## src/rtl/cmp_timer.sv

```systemverilog
module cmp_timer #(
  parameter int CNT_W = 64,
  parameter int TV_W  = 32,
  parameter int EC_W  = 6,
  parameter logic [EC_W-1:0] TRAP_CLASS = 6'h18
) (
  input  logic             clk,
  input  logic             rst_n,
  input  logic [CNT_W-1:0] count_i,
  input  logic             acc_valid_i,
  input  logic             acc_write_i,
  input  logic [1:0]       acc_sel_i,
  input  logic [CNT_W-1:0] acc_wdata_i,
  input  logic [1:0]       priv_level_i,
  input  logic             nonsecure_i,
  input  logic             sec_l2_en_i,
  input  logic             sec_access_en_i,
  output logic [CNT_W-1:0] rdata_o,
  output logic             status_o,
  output logic             irq_o,
  output logic             undef_o,
  output logic             trap_o,
  output logic [EC_W-1:0]  trap_class_o
);
  localparam logic [1:0] SEL_CTRL = 2'd0;
  localparam logic [1:0] SEL_CMP  = 2'd1;
  localparam logic [1:0] SEL_TVAL = 2'd2;
  localparam int EXT_W = CNT_W - TV_W;

  logic             enable_q;
  logic             imask_q;
  logic [CNT_W-1:0] cmp_q;

  logic [CNT_W-1:0] remain;
  logic [CNT_W-1:0] elapsed;
  logic [CNT_W-1:0] reload;
  logic             deny_undef;
  logic             deny_trap;
  logic             granted;
  logic             wr_en;

  assign remain  = cmp_q - count_i;
  assign elapsed = count_i - cmp_q;
  assign reload  = count_i + {{EXT_W{acc_wdata_i[TV_W-1]}}, acc_wdata_i[TV_W-1:0]};

  assign status_o = enable_q & ~elapsed[CNT_W-1];
  assign irq_o    = status_o & ~imask_q;

  always_comb begin
    deny_undef = 1'b0;
    deny_trap  = 1'b0;
    unique case (priv_level_i)
      2'd0, 2'd2: deny_undef = 1'b1;
      2'd1: begin
        if (nonsecure_i || sec_l2_en_i) deny_undef = 1'b1;
        else if (!sec_access_en_i)      deny_trap  = 1'b1;
      end
      default: ;
    endcase
  end

  assign undef_o      = acc_valid_i & deny_undef;
  assign trap_o       = acc_valid_i & deny_trap;
  assign trap_class_o = trap_o ? TRAP_CLASS : '0;
  assign granted      = acc_valid_i & ~deny_undef & ~deny_trap;
  assign wr_en        = granted & acc_write_i;

  always_comb begin
    rdata_o = '0;
    if (granted && !acc_write_i) begin
      unique case (acc_sel_i)
        SEL_CTRL: rdata_o[2:0] = {status_o, imask_q, enable_q};
        SEL_CMP:  rdata_o = cmp_q;
        SEL_TVAL: if (enable_q) rdata_o[TV_W-1:0] = remain[TV_W-1:0];
        default: ;
      endcase
    end
  end

  always_ff @(posedge clk) begin
    if (!rst_n) begin
      enable_q <= 1'b0;
      imask_q  <= 1'b0;
      cmp_q    <= '0;
    end else if (wr_en) begin
      unique case (acc_sel_i)
        SEL_CTRL: begin
          enable_q <= acc_wdata_i[0];
          imask_q  <= acc_wdata_i[1];
        end
        SEL_CMP:  cmp_q <= acc_wdata_i;
        SEL_TVAL: cmp_q <= reload;
        default: ;
      endcase
    end
  end
endmodule


```

## config.mk

```make
export PLATFORM = sky130hd
export DESIGN_NAME = cmp_timer
export DESIGN_NICKNAME = d
export VERILOG_FILES = /design/src/rtl/cmp_timer.sv
export SDC_FILE = /design/constraint.sdc
export NUM_CORES = 1
export LEC_CHECK = 0
export BUFFER_PORTS_ARGS = -buffer_cell sky130_fd_sc_hd__buf_2
export CAP_MARGIN = 10
export CORE_ASPECT_RATIO = 0.9
export CORE_UTILIZATION = 25
export CTS_CLUSTER_SIZE = 40
export DETAILED_ROUTE_END_ITERATION = 6
export SLEW_MARGIN = 20
export SYNTH_ARGS = -nofsm -noshare
export SYNTH_HDL_FRONTEND = slang
export SYNTH_SLANG_ARGS = --single-unit
```

## constraint.sdc

```tcl
create_clock -name clk -period 3.7 [get_ports clk]
set_input_delay 0.37 -clock clk [delete_from_list [all_inputs] [get_ports clk]]
set_output_delay 0.37 -clock clk [all_outputs]
set_load 0.02 [all_outputs]
```

==> results of run 1 <==
registers in the layout, summed over array words and instances, names as in the netlist:
name / flops
cmp_q: 64
enable_q: 1
imask_q: 1
Yosys cell counts, types with 38 or more instances:
library cell / instances / area share [%]
a21oi_1: 167 / 7.8
ha_1: 161 / 19
inv_1: 127 / 4.4
nand2_1: 125 / 4.4
nor2_1: 114 / 4.0
o21ai_0: 81 / 3.8
dfxtp_1: 66 / 12
a21o_1: 60 / 4.2
clkbuf_1: 55 / 1.9
xnor2_1: 48 / 3.9
and3_1: 46 / 2.7
a211oi_1: 39 / 2.7
xor2_1: 38 / 3.1
power breakdown:
group / switching, mW / internal (mW) / total, mW
logic: 0.813 / 0.532 / 1.35
clock network: 0.411 / 0.542 / 0.953
registers: 0.0173 / 0.729 / 0.746
total: 1.24 / 1.80 / 3.04
metal layers:
| metal | global-route usage (%) | wire length [microns] |
|---|---|---|
| met1 | 25.2 | 19700 |
| met2 | 30.8 | 19200 |
| met3 | 1.64 | 2250 |
| met4 | 5.88 | 864 |
| met5 | 0 | 0 |
through the flow:
step	cells	worst slack [ps]	TNS [ps]
6_report	2255	30.3	0
5_1_grt	2255	-86.3	-287
4_1_cts	2247	-47.9	-47.9
3_5_place_dp	2231	70.3	0
3_3_place_gp	2231	23.2	0
2_1_floorplan	1513	477	0
layout by cell type, fill, tap and decap left out, drive strengths merged, types with 5 or more instances in the layout:
cell type  netlist  layout
nor2b           14      14
o211ai          12      12
a21o            62      62
inv            129     129
o31ai            6       6
o21a            20      20
or3              6       6
nor4             7       7
a2111oi          9       9
nand2          127     127
mux2i           20      20
nand4           30      30
a221oi          19      19
and3            46      46
and2             6       6
nor3            23      23
a21boi           5       5
nand2b          14      14
clkbuf          57      10
o21bai          18      18
nor2           115     115
a31oi           14      14
ha             161     161
nand3           20      20
dfxtp           66      66
a21oi          169     169
xor2            38      38
a22oi           16      16
xnor2           48      48
o21ai          103     103
a211o            5       5
buf             26     259
nor3b            5       5
a211oi          40      40
cells by family after synthesis:
logic type      Yosys count
other cells               1
compound gates          530
fa+ha+maj               163
buf+inv                 213
mux                      21
simple gates            430
xor+xnor                 86
flops                    66
final cells by class:
| cell class | instances | area, sq um |
|---|---|---|
| antenna | 4 | 10.0 |
| clock buffer | 10 | 239 |
| clock inverter | 6 | 66.3 |
| fill | 4637 | 29200 |
| inverter | 129 | 484 |
| multi-input combinational | 1234 | 8690 |
| sequential | 66 | 1320 |
| tap | 547 | 684 |
| timing repair buffer | 259 | 1460 |
path summary, 6_finish.rpt:
path | startpoint | end
min reg2reg | cmp_q[56] | cmp_q[56]
max reg2reg | cmp_q[36] | cmp_q[36]
min | acc_wdata_i[36] | cmp_q[36]
max | cmp_q[0] | rdata_o[28]
what timing repair did:
action | CTS | global route
gates cloned | 0 | 0
gates resized for setup | 9 | 26
hold endpoints to repair | 0 | 0
buffers inserted | 0 | 4
pin swaps | 1 | 15
setup endpoints to repair | 8 | 12
worst max-delay path: stages (launching register included):
cell and delay, ps:
dfxtp_2 340, inv_2 60, ha_4 120, inv_2 40, fa_2 360, a21o_1 200
a21o_1 190, a211o_1 340, nand2_2 120, o311ai_2 120, a31o_2 270, a21o_1 180
a21boi_2 140, xor2_1 160, o21ai_1 90, buf_4 200
==> impl_metrics.toml, run 1 <==
[pwr]
power_mw = 3.04
ir_worst_vdd_mv = 0.196
power_density_nw_per_um2 = 235
leakage_nw = 5.90

[detailed_routing]
drt_iter0_drc = 740
first_pass_iters = 6
viasPerCell = 5.27
drc = 0
vias = 11900
wire_per_inst_microns = 18.6
routed_wl_mm = 42.0
drtAntennaViolNets = 0

[global_routing]
grt_pass1_vias = 11400
grt_pass1_wl_mm = 64.1
overflow = 0
grt_max_degree = 64
grt_usage_pct = 18.5
antenna_found_initial = 4

[sta]
setup_viol = 0
fin_crit_sh_pct = 99.2
finalHoldWorstSlack_ps = 301
worst_pin_slew_ps = 970
rsz0062_at_grt = "yes"
slew_headroom_pct = 35.3
fmax_mhz = 273
clock_skew_ps = 0
period_needed_ps = 3670
hold_viol = 0
drv_slew = 0

[cts]
clk_path_buf_depth = 2
cts-buffers-inserted = 9
clock-sinks = 66
clock-root-buffer = "clkbuf_16"
htreeDepth = 3
insertion_delay_ps = 350
cts_hold_buf = 0
clk_pin_slew_ps = 70
cts_tree = "built"

[synth]
synth_edf_count = 0
yosysUniqueCellTypes = 92
synth_compound_area_share_pct = 31.9
synth-async-reset-ratio_pct = 0
ys_seq_elements = 66
synthFlopType = "dfxtp_1"
muxShareOfSynthArea_pct = 1.96
yosys_warnings = 0
synth_simple_gate_area_share_pct = 19.6
synthAdderAreaFrac_pct = 19.1
syn_area_sq_um = 10800
seq_area_frac_synth_pct = 12.3
synth_top_family_by_area = "compound AO/OA/AOI/OAI gates"
avgSynthCellArea_sq_um = 7.14
synth_xor_area_share_pct = 6.98
synth_cells = 1510

[placement]
dpl_cell_area_sq_um = 12500
gp_congestion = 0.899
io_buffer_count = 208
place_hpwl_mm = 34.5

[floorplanning]
std_cell_rows = 71
die_x_microns = 221
ios = 213
die_y_microns = 199
dieArea_sq_um = 44000
core_area_sq_um = 42200
initial_core_util_pct = 25.6

[final_layout]
fin_nets = 2001
final_area_sq_um = 13000
drive_above_1_share_pct = 19.5
area_delta_synth_final_pct = 20.1
utilization_pct = 30.7

[worst_setup_path]
path_class = "register to output pin"
r2r_cells = 4
path_max_fanout = 4
crit_path_end_kind = "output pin"
worst-r2r-setup-slack_ps = 2710
start_kind = "register"
arrival_ps = 3300
crit_required_ps = 3330

[outcome]
status = "completed"

[hold_path]
hold_class = "input port to register"
hold_depth = 3

[flow_run]
cap_violations = 0
(Power assumes the default switching activity.)
==> run 2: changes to the inputs <==
Settings changed: BUFFER_PORTS_ARGS -buffer_cell sky130_fd_sc_hd__buf_2 to -buffer_cell sky130_fd_sc_hd__buf_4, SETUP_SLACK_MARGIN set to 0.15.
==> run 2 against run 1 <==
Effect of this change:
- sequential cell count unchanged
- clock power decreased by 3.1%
- final cell count about the same
- count of clock-buffer cells in the layout unchanged
- die area unchanged
- register-to-register slack improved by 50 ps
- hold slack got worse by 12 ps
- critical path depth unchanged
- power increased by 0.84%
- via count decreased by 1.0%
- sequential share of layout area decreased by 0.37 points
- critical endpoint unchanged
- largest cell class unchanged
==> impl_metrics.toml, run 2 (same netlist as run 1, synthesis figures left out) <==
[placement]
placed_cells = 2227
place_hpwl_mm = 34.2
dp_slack_ps = 60.4
gp_congestion = 0.916
io_buffer_count = 208

[cts]
insertion_delay_ps = 360
clock-root-buffer = "clkbuf_16"
clk_path_buf_depth = 2
cts_tree = "built"
htreeDepth = 3
clock-sinks = 66
clk_pin_slew_ps = 70
cts-buffers-inserted = 9

[floorplanning]
dieArea_sq_um = 44000
die_x_microns = 221
core_area_sq_um = 42200
ios = 213
die_y_microns = 199
initial_core_util_pct = 25.6
std_cell_rows = 71

[global_routing]
overflow = 0
grt_usage_pct = 18.7
grtUsageMet2_pct = 32.2
antenna_found_initial = 0
grtUsageMet1_pct = 25.0
grt_pass1_wl_mm = 64.6
gr-usage-met3_pct = 1.62
top_usage_layer = "met2"
grt_max_degree = 64
grt_pass1_vias = 11500

[final_layout]
n_fill_cell = 4521
drive_above_1_share_pct = 20.0
antenna_cells = 0
reg_top3 = "cmp_q: 64 flops, enable_q: 1 flops, imask_q: 1 flops"
top_register = "cmp_q"
largest_reg_flops = 64
fin_nets = 2003
layout_commonest_cell = "buf_4"
instances_no_fill = 2253
layout_common_cells = "259 x buf_4, 166 x a21oi_1, 156 x ha_1"
area_delta_synth_final_pct = 25.4

[sta]
worst_pin_slew_ps = 912
hold_viol = 0
drv_slew = 0
period_needed_ps = 3630
setup_viol = 0
rsz0062_at_grt = "yes"
setup_slack_ps = 68.5
clock_skew_ps = 0
fmax_mhz = 275
slew_headroom_pct = 39.2
fin_crit_sh_pct = 98.1

[pwr]
leakage_nw = 6.06
power_density_nw_per_um2 = 227
ir_worst_vdd_mv = 0.205
power_mw = 3.07

[detailed_routing]
vias = 11800
drc = 0
routed_wl_mm = 42.1
drtAntennaViolNets = 0
drt_iter0_drc = 746
first_pass_iters = 5
viasPerCell = 5.22
wire_per_inst_microns = 18.7

[hold_path]
hold_class = "input port to register"

[worst_setup_path]
crit_path_end_kind = "output pin"
arrival_ps = 3260
crit_required_ps = 3330
path_max_fanout = 2
start_kind = "register"
path_class = "register to output pin"

[flow_run]
cap_violations = 0

[outcome]
status = "completed"
[run 2: cell count changes in the layout (fill, tap and decap cells not counted), moves of 3 or more]
cell	change
ha_1	-3
buf_4	+206
buf_2	-203
diode_2	-4
[run 2: metal layers]
metal / up-vias / part of all wire, %
li1: 5848 / -
met5: - / 0
met1: 5526 / 47
met3: 48 / 4.0
met2: 338 / 47
met4: 0 / 1.9
[run 2: final timing paths]
check / start / endpoint / slack, ps / cells after the start
setup / recovery: cmp_q[0] / rdata_o[28] / 70 / 15
hold / removal: acc_wdata_i[0] / enable_q / 290 / 3
setup reg to reg: cmp_q[36] / cmp_q[36] / 2760 / 4
hold reg to reg: cmp_q[63] / cmp_q[63] / 490 / 2
[run 2: worst max-delay path, stage by stage, from the launching register on]
cell      delay (ps)
dfxtp_2          330
inv_2             60
ha_4             130
inv_2             40
fa_2             340
a21o_1           180
a21o_1           220
a211o_1          350
nand2_2          120
o311ai_4         100
a31o_2           260
a21o_1           180
a21boi_2         160
xor2_1           160
o21ai_1           90
buf_4            190
[run 2: area by class of cell]
| class | count | area [sq um] | area share, % |
|---|---|---|---|
| repair buffers | 261 | 1980 | 14.6 |
| flip-flops and latches | 66 | 1330 | 9.85 |
| clock inverters | 6 | 67.6 | 0.500 |
| clock buffers | 10 | 229 | 1.69 |
| multi-input cells | 1234 | 8750 | 64.7 |
| inverters | 129 | 484 | 3.58 |
| well taps | 547 | 684 | 5.06 |
[run 2: what timing repair did]
action | 4_1_cts | 5_1_grt
pin swaps | 14 | 19
resized for setup | 31 | 15
endpoints found under the hold margin | 0 | 0
setup endpoints to repair | 14 | 14
hold buffers | 0 | 0
buffers inserted | 6 | 4
[run 2: through the flow]
step	instance area (sq um)	hold slack (ps)	TNS [ps]	util, %
6_report	13500	288	0	32.0
5_1_grt	13500	300	-141	32.0
4_1_cts	13400	287	0	31.8
3_5_place_dp	13000	487	0	30.8
3_3_place_gp	13000	478	0	30.8
2_1_floorplan	10800	454	0	-
[run 2: power breakdown]
part	internal (mW)	switching, mW	total [mW]
Combinational	0.584	0.817	1.40
Sequential	0.728	0.0177	0.746
Clock	0.524	0.399	0.923
